===== src/rtl/claim_pkg.sv =====
package claim_pkg;
  // Strobes passed from the control to the datapath for one sampled request
  typedef struct packed {
    logic wrLoad;  // store write data into the word
    logic rdSet;   // destructive read: force the set value
    logic rdOut;   // capture the old word onto the read bus
  } ctlStrobes_t;
endpackage


===== src/rtl/claim_ctrl.sv =====
module claim_ctrl
  import claim_pkg::*;
#(
  parameter int ADDR_W     = 8,
  parameter int LOCK_OFFSET = 0
) (
  input  logic              clk,
  input  logic              rstN,
  input  logic              req,
  input  logic              wrEn,
  input  logic [ADDR_W-1:0] addr,
  output ctlStrobes_t       strobes,
  output logic              ready
);
  localparam logic [ADDR_W-1:0] HIT_ADDR = ADDR_W'(LOCK_OFFSET);

  logic addrHit;
  logic readyQ;

  assign addrHit = (addr == HIT_ADDR);

  always_comb begin
    strobes        = '0;
    strobes.wrLoad = req && wrEn && addrHit;
    strobes.rdSet  = req && !wrEn && addrHit;
    strobes.rdOut  = req && !wrEn && addrHit;
  end

  always_ff @(posedge clk) begin
    if (!rstN) readyQ <= 1'b0;
    else       readyQ <= req;
  end

  assign ready = readyQ;
endmodule


===== src/rtl/claim_datapath.sv =====
module claim_datapath
  import claim_pkg::*;
#(
  parameter int DATA_W    = 32,
  parameter int SET_VALUE = 1
) (
  input  logic              clk,
  input  logic              rstN,
  input  ctlStrobes_t       strobes,
  input  logic [DATA_W-1:0] wrData,
  output logic [DATA_W-1:0] wordQ,
  output logic [DATA_W-1:0] rdData
);
  localparam logic [DATA_W-1:0] SET_WORD = DATA_W'(SET_VALUE);

  logic [DATA_W-1:0] rdQ;

  // Old value and overwrite share one edge: nothing can intervene
  always_ff @(posedge clk) begin
    if (!rstN) begin
      wordQ <= '0;
      rdQ   <= '0;
    end else begin
      rdQ <= strobes.rdOut ? wordQ : '0;
      if (strobes.wrLoad)     wordQ <= wrData;
      else if (strobes.rdSet) wordQ <= SET_WORD;
    end
  end

  assign rdData = rdQ;
endmodule


===== src/rtl/claim_register.sv =====
module claim_register
  import claim_pkg::*;
#(
  parameter int DATA_W      = 32,
  parameter int ADDR_W      = 8,
  parameter int LOCK_OFFSET = 0,
  parameter int SET_VALUE   = 1
) (
  input  logic              clk,
  input  logic              rstN,
  input  logic              req,
  input  logic              wrEn,
  input  logic [ADDR_W-1:0] addr,
  input  logic [DATA_W-1:0] wrData,
  output logic [DATA_W-1:0] rdData,
  output logic              ready
);
  ctlStrobes_t       strobes;
  logic [DATA_W-1:0] wordQ;

  claim_ctrl #(
    .ADDR_W(ADDR_W), .LOCK_OFFSET(LOCK_OFFSET)
  ) ctrl_i (
    .clk(clk), .rstN(rstN), .req(req), .wrEn(wrEn), .addr(addr),
    .strobes(strobes), .ready(ready)
  );

  claim_datapath #(
    .DATA_W(DATA_W), .SET_VALUE(SET_VALUE)
  ) dp_i (
    .clk(clk), .rstN(rstN), .strobes(strobes), .wrData(wrData),
    .wordQ(wordQ), .rdData(rdData)
  );
endmodule


===== config.mk =====
export PLATFORM = sky130hd
export DESIGN_NAME = claim_register
export DESIGN_NICKNAME = d
export VERILOG_FILES = /design/src/rtl/claim_pkg.sv /design/src/rtl/claim_ctrl.sv /design/src/rtl/claim_datapath.sv /design/src/rtl/claim_register.sv
export SDC_FILE = /design/constraint.sdc
export NUM_CORES = 1
export LEC_CHECK = 0
export BUFFER_PORTS_ARGS = -buffer_cell sky130_fd_sc_hd__buf_4
export CAP_MARGIN = 5
export CELL_PAD_IN_SITES_DETAIL_PLACEMENT = 0
export CELL_PAD_IN_SITES_GLOBAL_PLACEMENT = 1
export CORE_ASPECT_RATIO = 0.5
export CORE_MARGIN = 5
export CORE_UTILIZATION = 37
export CTS_CLUSTER_SIZE = 24
export DETAILED_ROUTE_END_ITERATION = 7
export PLACE_DENSITY = 0.78
export SLEW_MARGIN = 20
export SYNTH_ARGS = -nofsm -noshare
export SYNTH_HDL_FRONTEND = slang
export SYNTH_SLANG_ARGS = --single-unit

===== constraint.sdc =====
create_clock -name clk -period 1.2 [get_ports clk]
set_input_delay 0.06 -clock clk [delete_from_list [all_inputs] [get_ports clk]]
set_output_delay 0.06 -clock clk [all_outputs]
set_load 0.02 [all_outputs]

* After elaboration in Yosys (flattened, before gate mapping)
Cells that the tools add are included.
** Storage, ports and cells
- Register bits :: 65
- Input bits :: 44
- Output and inout port bits :: 33
- Word-level logic and storage cells :: 13
** Operators by class
- Muxes and demuxes :: 2
- Reductions and logical operators :: 8
** Operators with widths (number)
- two-way mux 32 bit :: 2
- logical NOT 8 bit :: 1
- logical AND 1 bit :: 4
- AND reduction 2 bit :: 1
- nonzero test 2 bit :: 1
- logical NOT 1 bit :: 1

* Depth between registers and ports, before layout
- Depth after elaboration :: 5
- Depth in mapped cells :: 4

* Hierarchy
From an unflattened synthesis, not the netlist that was laid out.
** Unflattened totals
- Cell total of the unflattened synthesis :: 219
- Area, all modules :: 2189.6 µm²
** Modules (own cells, without submodules)
- claim_datapath :: times used 1, cells an instance 212, area an instance 2124.5 µm², sequential area each 1281.2 µm²
- claim_ctrl :: times used 1, cells an instance 7, area an instance 65.1 µm², sequential area each 20.0 µm²

* Least setup slack after synthesis
Ideal clock, no wire load.
- Path kind :: input to register
- Start point :: input port addr[5]
- End point :: register dp_i.wordQ[10]
- Setup time :: 120 ps
- Arrival time :: 887 ps
- Data required time :: 1080 ps
- Setup slack :: 194 ps
- Stages on the path :: 4
- Buffers on the path :: 1
- Cell sequence :: nor3_1 -> nand3_2 -> buf_6 -> mux2i_1
** On the way
- Cells in the longest elaborated chain, start to end :: 3
** RTL lines
- start: declaration :: RTL line claim_register.sv:13 : input logic [ADDR_W-1:0] addr,
- logical NOT 8 bit * :: RTL line claim_ctrl.sv:20 : assign addrHit = (addr == HIT_ADDR);
- logical AND 1 bit, on equally long branches :: RTL line claim_ctrl.sv:24, claim_ctrl.sv:25
- two-way mux 32 bit or nonzero test 2 bit (tied branches)
- end signal: assignment :: RTL line claim_datapath.sv:25 : if (strobes.wrLoad) wordQ <= wrData;
- end: declaration :: RTL line claim_datapath.sv:11 : output logic [DATA_W-1:0] wordQ,
Every way passes the cells marked *; elsewhere a longest branch is shown, timed or not.
A chain may end at the register's enable or synchronous reset.

* Worst setup path after layout
- Start point :: input port addr[1]
- End point :: register dp_i.rdQ[13] (netlist: dp_i.rdData[13])
** On the way
- Cells in the longest elaborated chain, start to end :: 3
** RTL lines
- logical NOT 8 bit :: RTL line claim_ctrl.sv:20
- logical AND 1 bit :: RTL line claim_ctrl.sv:26 : strobes.rdOut = req && !wrEn && addrHit;
- AND reduction 2 bit (no source line)
- end signal: assignment :: RTL line claim_datapath.sv:24 : rdQ <= strobes.rdOut ? wordQ : '0;
- end: declaration :: RTL line claim_datapath.sv:16 : logic [DATA_W-1:0] rdQ;
Every way passes these cells.

==> results.txt <==
The initial standard-cell utilization of the core is 37.8%. The detail-routed via count per cell is 4.29. Synthesis produced 217 cells. The detailed-routed wire length on met2 is 2300 µm. The post-detailed-route DRC marker count is 0. The remaining global-route overflow is 0. The maximum number of pins on one net before global-route repair is 47. Walking the worst path, the cells encountered are buf_4 -> nor4_4 -> and4_4 -> and2_1. Among all flip-flop cells after synthesis, the most frequent one is dfxtp_1. After synthesis, the largest family of logic cells by area is simple AND/OR/NAND/NOR gates. Counting instances, the worst hold path has a depth of 3. The post-route worst hold slack is 8.08 ps. Summed over all layers, the routed wires come to 4810 µm. The final net count is 347. The number of pins with negative max-slew slack in the final report is 0. The layout-stage area growth over the synthesis result is 44.6%. In this run the standard cell core region covers 6030 µm². Summed over all instances, the cell type with the most area after synthesis is dfxtp_1. Setup repair after global routing left no endpoint under its margin.

The headroom to the max-slew limit came out at 70.3%. The simple-gate share of the synthesized area is 24.5%. Summing all non-filler instances in the final layout gives an area of 3300 µm². The worst min-delay path startpoint is wrData[2].

By area the synthesized netlist is led by dfxtp_1 (57%), mux2i_1 (14%), and2_1 (9.0%). Detailed routing inserted a total of 1693 vias. The clock insertion delay at the later pin of the skew report is 320 ps. The total nets after synthesis came out at 261.

The worst setup path is captured at a register. In this run the horizontal extent of the chip is 121 µm. CTS placed an instance of clkbuf_16 at the clock tree root.

Setup violations remaining at the end of the flow were counted as 0. On the critical path, the stage with the largest delay is an instance of and4_4. Sorting the synthesized cells by how often they occur yields dfxtp_1 (65), and2_1 (33), mux2i_1 (31), nand2_1 (31), nand3_1 (31). The share of synthesized flip-flops with an asynchronous set or reset is 0%. The largest incremental delay on the critical path came out at 470 ps. The number of H-tree levels is 3. The top-area cell type share of the netlist area is 57.0%. The CTS tree is yes.

The number of global-route vias before repair came to 1699. The number of input and output port buffers inserted is 76. The slew at the pin closest to its max-slew limit came out at 446 ps. The flow ran to the end, and the final reports show no timing, DRC or antenna violations. The number of top-level design ports came out at 77.

The initial antenna violation count came to 0. Clock-pin slew was measured on the worst setup and hold paths at 50 ps. The endpoint required time on the critical path is 1460 ps.

STA classifies the critical path startpoint as an input port. Total power for the finished layout comes to 0.00493 W. The max-capacitance violation count is 0. The ratio of total power to cell area came out at 1490 nW/µm². The detailed-placement wirelength estimate is 3300 µm. The antenna violation net count after detailed routing came out at 0. Based on the critical path, the design can be clocked at up to 1130 MHz.

The internal power of the cells totals 0.00395 W. The die is 65.5 µm tall. By startpoint and endpoint, the worst setup path is classified as input port to register. The global-route wire length before repair came out at 7730 µm. The fraction of power consumed by combinational cells is 4.8%. The post-synthesis compound-gate area fraction is 0.274%. The number of cells on the worst reg-to-reg path is 2. The tightest min-delay check is of the input port to register type. The highest layer touched by signal routing is met4. The count of unique library cells instantiated by Yosys is 16. The most common cell in the synthesized netlist is dfxtp_1.

The combined global-route utilization of all metal layers is 12.6%. Across the VDD grid, the largest voltage drop is 805 µV. The final period demand of the worst path came out at 885 ps. Counting flops with a built-in enable in the synthesized netlist gives 0. In this run, CTS created clock tree buffers numbering 9. The final weighted congestion in routability-driven placement came out at 0.698. After detailed routing, the met3 layer carries 303 µm of wire.

The area share of fa/ha/maj cells after synthesis came out at 0%. The XOR/XNOR share of the synthesized area is 0%. The final period utilization came out at 73.7%. The number of diodes added for antenna fixing is 0. The cell leakage power came out at 1.60 nW. No sink is reached through more buffers than the 2 on the longest clock path. The iteration-0 DRC count of the detailed router is 66. The detailed-routing iteration count for the pre-antenna-repair pass is 4. The floorplan row count came out at 20.

The count of buffers added by post-CTS timing repair for setup is 0. Counting the fill cells in the layout gives 524. The worst clock skew on the final layout is 5.42 ps. The endpoint identified for the worst register-to-register timing path is dp_i.wordQ[0]$_SDFFE_PN0P_.

The share of the Yosys chip area taken by registers is 57.0%. The fraction of power consumed by sequential logic is 43.9%. The portion of netlist area occupied by mux cells is 13.6%.

The share of post-route cells with drive strength above 1 came out at 32.6%. The number of hold violations in the final report is 0. For flop-to-flop paths, the worst setup slack is 460 ps.

The average cell area after synthesis came out at 10.5 µm². The wire length per cell is 12.2 µm. The startpoint identified for the worst register-to-register timing path is dp_i.wordQ[0]$_SDFFE_PN0P_.

The hold-critical path endpoint is dp_i.wordQ[2]$_SDFFE_PN0P_. The placement-stage cell area is 2920 µm². The floorplan step defined a die boundary enclosing 7930 µm². The total of flip-flops plus latches after synthesis is 65. The share of total power consumed by net switching is 19.9%. The largest driver fanout on the critical path is 32. Once routing completed, OpenROAD measured the worst setup slack at 315 ps. The clock sink count is 65. Prior to clock tree synthesis, the placed netlist has a worst setup slack of -27.4 ps. The area of the mapped netlist came out at 2280 µm².

The met1 wire length came out at 2160 µm. In this run, the clock network consumes 51.2% of the power. The analysis attributes to net switching a power of 0.000979 W.

The endpoint arrival time on the critical path is 1150 ps. During synthesis, Yosys emitted a total of 0 warnings.
per-stage QoR:
stage                     setup TNS [ps]  std cells  util [%]
final                                  0        395      54.7
after global routing                   0        395      54.7
after CTS                              0        395      54.7
after detailed placement            -503        371      48.3
after global placement                 0        371      48.3
after floorplan                        0        217         -
power by group through the flow:
| stage | logic, W | registers, W | clock network (W) |
|---|---|---|---|
| global placement | 0.000214 | 0.00221 | 0 |
| finish | 0.000238 | 0.00216 | 0.00252 |
| global route | 0.000261 | 0.00216 | 0.00267 |
| floorplan | 0.0000749 | 0.00221 | 0 |
| detailed placement | 0.000217 | 0.00221 | 0 |
| CTS | 0.000241 | 0.00216 | 0.00257 |
worst max-delay path: cells and delay by family:
| family | cells | cell delay, ps |
|---|---|---|
| buffers and inverters | 1 | 120 |
| and+or+nand+nor | 3 | 970 |
sequential cells by signal, summed over array words and instances, names as in the netlist:
name          cells
ctrl_i.ready      1
dp_i.wordQ       32
dp_i.rdData      32
worst max path at each step:
| stage | start | depth (start not counted) | end | slack (ps) |
|---|---|---|---|---|
| final | addr[1] | 4 | dp_i.rdData[13]$_SDFF_PN0_ | 320 |
| after global routing | addr[1] | 4 | dp_i.rdData[6]$_SDFF_PN0_ | 230 |
| after CTS | addr[1] | 4 | dp_i.rdData[19]$_SDFF_PN0_ | 310 |
| after detailed placement | addr[1] | 4 | dp_i.rdData[13]$_SDFF_PN0_ | -30 |
| after global placement | addr[1] | 4 | dp_i.rdData[20]$_SDFF_PN0_ | 9 |
| after floorplan | addr[5] | 4 | dp_i.wordQ[10]$_SDFFE_PN0P_ | 190 |
cells by family after synthesis:
family	after synthesis
flip-flops	65
buffers and inverters	16
multiplexers	31
AND/OR/NAND/NOR	104
AO/OA/AOI/OAI	1
cell type report:
cell class	count	area, µm²	share of cell area [%]
multi-input combinational	136	876	26.5
sequential	65	1300	39.4
clock inverter	5	56.3	1.71
clock buffer	10	239	7.24
timing repair buffer	91	718	21.8
tap	88	110	3.34
timing repair:
| action | 4_1_cts | 5_1_grt |
|---|---|---|
| endpoints found under the hold margin | 9 | 0 |
| hold buffers | 9 | 0 |
| endpoints found under the setup margin | 0 | 0 |
| gates resized for setup | 0 | 0 |
per-layer routing:
layer	global-route usage (%)	vias to the layer above
li1	-	886
met1	14.6	760
met2	21.3	40
met3	5.33	7
met4	3.81	0
met5	0	-
cells in the final DEF, fill, tap and decap left out, drive strengths merged, types with 3 or more instances in the layout:
master / count
and2: 33
buf: 82
clkbuf: 10
clkinv: 3
dfxtp: 65
dlygate4sd3: 9
mux2i: 31
nand2: 31
nand3: 32
nor2b: 3
(Power assumes the default switching activity.)
